**src/rtl/gpio_irq_pkg.sv**
```systemverilog
package gpio_irq_pkg;
  localparam int TGT_W   = 3;
  localparam int NUM_TGT = 1 << TGT_W;
  localparam int CFG_W   = 5 + TGT_W;

  typedef struct packed {
    logic [TGT_W-1:0] target;
    logic             raw_en;
    logic             pol;
    logic [1:0]       mode;
    logic             en;
  } cfg_t;

  typedef enum logic [1:0] {
    DET_LEVEL = 2'd0,
    DET_RISE  = 2'd1,
    DET_FALL  = 2'd2,
    DET_BOTH  = 2'd3
  } det_e;
endpackage

```
**src/rtl/gpio_irq_pin.sv**
```systemverilog
module gpio_irq_pin
  import gpio_irq_pkg::*;
#(
  parameter int DET_W = 2
) (
  input  logic clk_i,
  input  logic rst_ni,
  input  logic pin_i,
  input  logic cfg_we_i,
  input  cfg_t cfg_wdata_i,
  input  logic ack_i,
  output cfg_t cfg_o,
  output logic status_o
);
  logic pin_q, status_q;
  logic rise, fall, lvl, evt;
  cfg_t cfg_q, cfg_d;

  assign rise = pin_i & ~pin_q;
  assign fall = ~pin_i & pin_q;
  assign lvl  = ~(pin_i ^ cfg_q.pol);

  generate
    if (DET_W == 2) begin : g_wide
      always_comb begin
        case (det_e'(cfg_q.mode))
          DET_LEVEL: evt = lvl;
          DET_RISE:  evt = rise;
          DET_FALL:  evt = fall;
          default:   evt = rise | fall;
        endcase
      end
      always_comb cfg_d = cfg_wdata_i;
    end else begin : g_narrow
      // single mode bit: polarity picks the edge direction
      assign evt = cfg_q.mode[0] ? (cfg_q.pol ? rise : fall) : lvl;
      always_comb begin
        cfg_d         = cfg_wdata_i;
        cfg_d.mode[1] = 1'b0;
      end
    end
  endgenerate

  always_ff @(posedge clk_i or negedge rst_ni) begin
    if (!rst_ni) begin
      pin_q    <= 1'b0;
      cfg_q    <= '0;
      status_q <= 1'b0;
    end else begin
      pin_q    <= pin_i;
      if (cfg_we_i) cfg_q <= cfg_d;
      // set beats clear
      status_q <= (cfg_q.raw_en & evt) | (status_q & ~ack_i);
    end
  end

  assign cfg_o    = cfg_q;
  assign status_o = status_q;
endmodule

```
**src/rtl/gpio_irq_route.sv**
```systemverilog
module gpio_irq_route
  import gpio_irq_pkg::*;
#(
  parameter int NUM_PINS = 8
) (
  input  logic                clk_i,
  input  logic                rst_ni,
  input  logic [NUM_PINS-1:0] stat_i,
  input  logic [NUM_PINS-1:0] en_i,
  input  logic [TGT_W-1:0]    tgt_i [NUM_PINS],
  output logic [NUM_TGT-1:0]  irq_o
);
  logic [NUM_TGT-1:0] hit, irq_q;

  always_comb begin
    hit = '0;
    for (int p = 0; p < NUM_PINS; p++) begin
      if (stat_i[p] && en_i[p]) hit[tgt_i[p]] = 1'b1;
    end
  end

  always_ff @(posedge clk_i or negedge rst_ni) begin
    if (!rst_ni) irq_q <= '0;
    else         irq_q <= hit;
  end

  assign irq_o = irq_q;
endmodule

```
**src/rtl/gpio_irq_detect.sv**
```systemverilog
module gpio_irq_detect
  import gpio_irq_pkg::*;
#(
  parameter int  NUM_PINS = 8,
  parameter int  DET_W    = 2,
  parameter bit  ACK_VAL  = 1'b1,
  localparam int SEL_W    = (NUM_PINS > 1) ? $clog2(NUM_PINS) : 1,
  localparam int ADDR_W   = SEL_W + 1
) (
  input  logic                clk_i,
  input  logic                rst_ni,
  input  logic [NUM_PINS-1:0] pin_i,
  input  logic                we_i,
  input  logic [ADDR_W-1:0]   addr_i,
  input  logic [CFG_W-1:0]    wdata_i,
  output logic [CFG_W-1:0]    rdata_o,
  output logic [NUM_TGT-1:0]  irq_o
);
  localparam int SLOTS = 1 << SEL_W;

  logic [SEL_W-1:0]          sel;
  logic                      is_stat, ack_hit;
  cfg_t                      cfg_v [NUM_PINS];
  logic [NUM_PINS-1:0]       status_q, en_v;
  logic [TGT_W-1:0]          tgt_v [NUM_PINS];
  logic [NUM_PINS*CFG_W-1:0] cfg_flat;
  logic [CFG_W-1:0]          rd_cfg [SLOTS];
  logic [SLOTS-1:0]          rd_st, rd_pin;

  assign sel     = addr_i[ADDR_W-1:1];
  assign is_stat = addr_i[0];
  assign ack_hit = we_i & is_stat & (wdata_i[0] == ACK_VAL);

  generate
    for (genvar p = 0; p < NUM_PINS; p++) begin : g_pin
      logic pick;
      assign pick = (sel == SEL_W'(p));

      gpio_irq_pin #(.DET_W(DET_W)) u_pin (
        .clk_i      (clk_i),
        .rst_ni     (rst_ni),
        .pin_i      (pin_i[p]),
        .cfg_we_i   (we_i & ~is_stat & pick),
        .cfg_wdata_i(cfg_t'(wdata_i)),
        .ack_i      (ack_hit & pick),
        .cfg_o      (cfg_v[p]),
        .status_o   (status_q[p])
      );

      assign en_v[p]                      = cfg_v[p].en;
      assign tgt_v[p]                     = cfg_v[p].target;
      assign cfg_flat[p*CFG_W +: CFG_W]   = cfg_v[p];
    end

    for (genvar s = 0; s < SLOTS; s++) begin : g_slot
      if (s < NUM_PINS) begin : g_used
        assign rd_cfg[s] = cfg_v[s];
        assign rd_st[s]  = status_q[s];
        assign rd_pin[s] = pin_i[s];
      end else begin : g_empty
        assign rd_cfg[s] = '0;
        assign rd_st[s]  = 1'b0;
        assign rd_pin[s] = 1'b0;
      end
    end
  endgenerate

  assign rdata_o = is_stat ? {{(CFG_W-2){1'b0}}, rd_pin[sel], rd_st[sel]} : rd_cfg[sel];

  gpio_irq_route #(.NUM_PINS(NUM_PINS)) u_route (
    .clk_i (clk_i),
    .rst_ni(rst_ni),
    .stat_i(status_q),
    .en_i  (en_v),
    .tgt_i (tgt_v),
    .irq_o (irq_o)
  );
endmodule

```
**config.mk**
```make
export PLATFORM = sky130hd
export DESIGN_NAME = gpio_irq_detect
export DESIGN_NICKNAME = d
export VERILOG_FILES = /design/src/rtl/gpio_irq_pkg.sv /design/src/rtl/gpio_irq_pin.sv /design/src/rtl/gpio_irq_route.sv /design/src/rtl/gpio_irq_detect.sv
export SDC_FILE = /design/constraint.sdc
export NUM_CORES = 1
export LEC_CHECK = 0
export CELL_PAD_IN_SITES_DETAIL_PLACEMENT = 0
export CELL_PAD_IN_SITES_GLOBAL_PLACEMENT = 1
export CORE_MARGIN = 2
export CORE_UTILIZATION = 44
export CTS_CLUSTER_SIZE = 10
export DETAILED_ROUTE_END_ITERATION = 7
export GPL_TIMING_DRIVEN = 0
export PLACE_DENSITY = 0.82
export SLEW_MARGIN = 20
export SYNTH_ARGS = -nofsm -noshare
export SYNTH_HDL_FRONTEND = slang
export SYNTH_SLANG_ARGS = --single-unit
```
**constraint.sdc**
```tcl
create_clock -name clk_i -period 2.7 [get_ports clk_i]
set_input_delay 0.54 -clock clk_i [delete_from_list [all_inputs] [get_ports clk_i]]
set_output_delay 0.54 -clock clk_i [all_outputs]
set_load 0.005 [all_outputs]
```
==> impl_metrics.py <==
metrics = {
    "grt": {
        "met2_usage_pct": 41.5,
        "grt_pass1_vias": 3746,
        "met3_usage_pct": 3.12,
        "grt-busiest-layer": "met2",
        "met1_usage_pct": 31.3,
        "grt_pass1_wl_um": 21300,
        "grt_max_degree": 49,
        "gr-usage-all-layers_pct": 24.1,
        "gr-total-overflow": 0,
        "antenna_found_initial": 0,
    },
    "sta": {
        "setup_violations": 0,
        "hold_viol": 0,
        "tightest_slew_ps": 651,
        "post-route-period-util_pct": 98.5,
        "setup_ws_ps": 40.7,
        "tns_ps": 0,
        "final.setup_skew_ps": 11.1,
        "max_freq_ghz": 0.376,
        "period_needed_ps": 2660,
        "maxSlewViolCount": 0,
        "maxSlewHeadroom_pct": 56.6,
        "fin_hold_ws_ps": 213,
    },
    "detailed_routing": {
        "post-route-drc-count": 0,
        "wire_per_inst_um": 21.7,
        "wl_um": 13200,
        "final_antenna_net_count": 0,
        "vias_per_cell": 6.01,
        "dr.pass1.iters": 4,
        "dr_total_vias": 3656,
        "drtIter0Drc": 185,
    },
    "cts": {
        "htreeDepth": 3,
        "cts_tree": "yes",
        "cts_buffer_depth": 2,
        "cts-root-buf": "clkbuf_16",
        "clkTransAtPathRegs_ps": 70,
        "cts_hold_buffers": 0,
        "cts_sinks": 88,
        "cts_buffers": 9,
        "clock_latency_ps": 340,
    },
    "setup_path": {
        "rrSetupSlack_ps": 1170,
        "required_ps": 2160,
        "cp-end-kind": "primary output",
        "timing.rr.start": "g_pin[4].u_pin.pin_q$_DFF_PN0_",
        "crit_chain": "clkdlybuf4s15_2 > buf_6 > bufbuf_16 > mux4_2 > nand2_1 > a21oi_2 > dlygate4sd2_1",
        "cp_data_arrival_time_ps": 2120,
        "r2r_cells": 4,
        "critPathMaxStageDelay_ps": 500,
        "critical_path.n_buffers_inverters": 4,
        "worstSetupPathType": "input pin to primary output",
        "start_kind": "input pin",
        "slowest_stage": "mux4_2",
        "path_delay_family": "buffers and inverters",
        "cp_max_fo": 6,
        "reg2reg_to": "g_pin[4].u_pin.status_o$_DFF_PN0_",
    },
    "run_status": {
        "status": "finished clean",
    },
    "die": {
        "std_cell_rows": 38,
        "ios": 39,
        "dieArea_sq_um": 12100,
        "die_x_um": 110,
        "initial_core_util_pct": 45.4,
        "core_area_sq_um": 10900,
        "dieHeight_um": 110,
    },
    "yosys": {
        "synthCells": 406,
        "ys_seq_area_share_pct": 44.4,
        "ys_ff_latch": 88,
        "syn-num-nets": 445,
        "synth_cell_types": 38,
        "synth_warnings": 0,
        "synth_area_sq_um": 4960,
        "async_flop_share_pct": 100,
        "synth_edf_count": 0,
        "synth_ff_type": "dfrtp_1",
        "syn_avg_cell_area_sq_um": 12.2,
    },
    "place": {
        "place.gp.congestion": 0.959,
        "dp_hpwl_um": 9650,
        "io_buffer_count": 37,
        "place_inst": 584,
        "pre_cts_slack_ps": -700,
    },
    "power": {
        "pwr-share-clk_pct": 30.4,
        "p_leak_nw": 2.66,
        "power_density_nw_per_um2": 755,
        "ir_drop_v": 0.000370,
        "combPwrFrac_pct": 26.8,
        "switching_share_pct": 30.0,
        "power_switching_mw": 1.37,
        "p_int_mw": 3.19,
        "seq_power_share_pct": 42.8,
    },
    "job": {
        "drv_cap": 0,
    },
    "finish": {
        "nNetsFinal": 502,
        "drive_gt1_share_pct": 29.3,
        "syn_to_final_growth_pct": 21.6,
        "finalNonFillerCells": 608,
        "final_cell_mix": "88 x dfrtp_1, 59 x mux2_2, 22 x a22oi_1",
        "fillers": 935,
        "post-route-util_pct": 55.2,
        "layout_commonest_cell": "dfrtp_1",
        "diodes": 0,
    },
    "hold_path": {
        "min_path_type": "input pin to async pin",
    },
}
-- kinds of logic after synthesis --
logic type | Yosys count | synth area share, %
simple gates | 102 | 11.9
mux | 91 | 25.7
flops | 88 | 44.4
compound gates | 69 | 9.76
buf+inv | 32 | 2.82
fa+ha+maj | 16 | 4.03
xor+xnor | 8 | 1.41
-- state kept, by name (all words and copies together) (netlist names) --
name,count
g_pin.u_pin.cfg_o,64
g_pin.u_pin.status_o,8
u_route.irq_o,8
g_pin.u_pin.pin_q,8
-- stage by stage --
stage          cell area (sq um)  power [mW]
3_3_place_gp                5510        3.13
6_report                    6030        4.56
3_5_place_dp                5530        3.16
2_1_floorplan               4960        2.62
4_1_cts                     6020        4.57
5_1_grt                     6030        4.81
-- power groups by stage --
| stage | clock, mW | combinational [mW] | sequential, mW |
|---|---|---|---|
| floorplan | 0 | 0.771 | 1.85 |
| global placement | 0 | 1.17 | 1.96 |
| detailed placement | 0 | 1.19 | 1.97 |
| CTS | 1.40 | 1.22 | 1.95 |
| global route | 1.48 | 1.33 | 1.99 |
| finish | 1.38 | 1.22 | 1.95 |
-- cell usage after synthesis, drive strengths merged, types with 3 or more instances --
library cell	n	area share, %
a21oi	12	1.2
a22oi	22	3.3
a32o	6	1.2
a32oi	10	1.8
and2	10	1.3
and3	8	1.0
and3b	8	1.4
buf	9	1.1
clkbuf	3	0.23
dfrtp	88	44
ha	16	4.0
inv	19	1.4
mux2	67	16
mux2i	4	0.81
mux4	20	9.1
nand2	20	1.5
nand2b	3	0.38
nand3	3	0.30
nand4	8	1.0
nor2	19	1.6
nor2b	18	2.3
o21ai	13	1.3
xor2	6	1.1
-- how the worst max path moves through the flow --
stage / from / to / depth (start not counted) / slack, ps
floorplan: addr_i[1] / rdata_o[1] / 5 / 520
global placement: rst_ni / g_pin[7].u_pin.cfg_o[1]$_DFFE_PN0P_ / 1 / -2120
detailed placement: addr_i[1] / rdata_o[1] / 7 / -700
CTS: addr_i[1] / rdata_o[5] / 7 / -10
global route: addr_i[1] / rdata_o[6] / 7 / -1
finish: addr_i[1] / rdata_o[6] / 7 / 40
-- final cells by class --
class,count,area [sq um],share of cell area (%)
sequential,88,2200,36.5
buffer,12,126,2.09
tap,140,175,2.90
clock inverter,4,76.3,1.27
multi-input combinational,286,2650,44.0
clock buffer,12,256,4.25
timing repair buffer,46,469,7.78
inverter,20,75.1,1.24
-- layer usage --
metal	vias to the layer above	routed length, um
li1	1643	-
met1	1871	5470
met2	115	6830
met3	27	577
met4	0	317
met5	-	0
-- repair_timing --
action,CTS,global route
endpoints found under the setup margin,8,3
setup buffers,6,1
hold endpoints to repair,0,0
gates resized for setup,41,4
gates cloned,1,0
No activity file was read; power rests on OpenSTA's default activity.
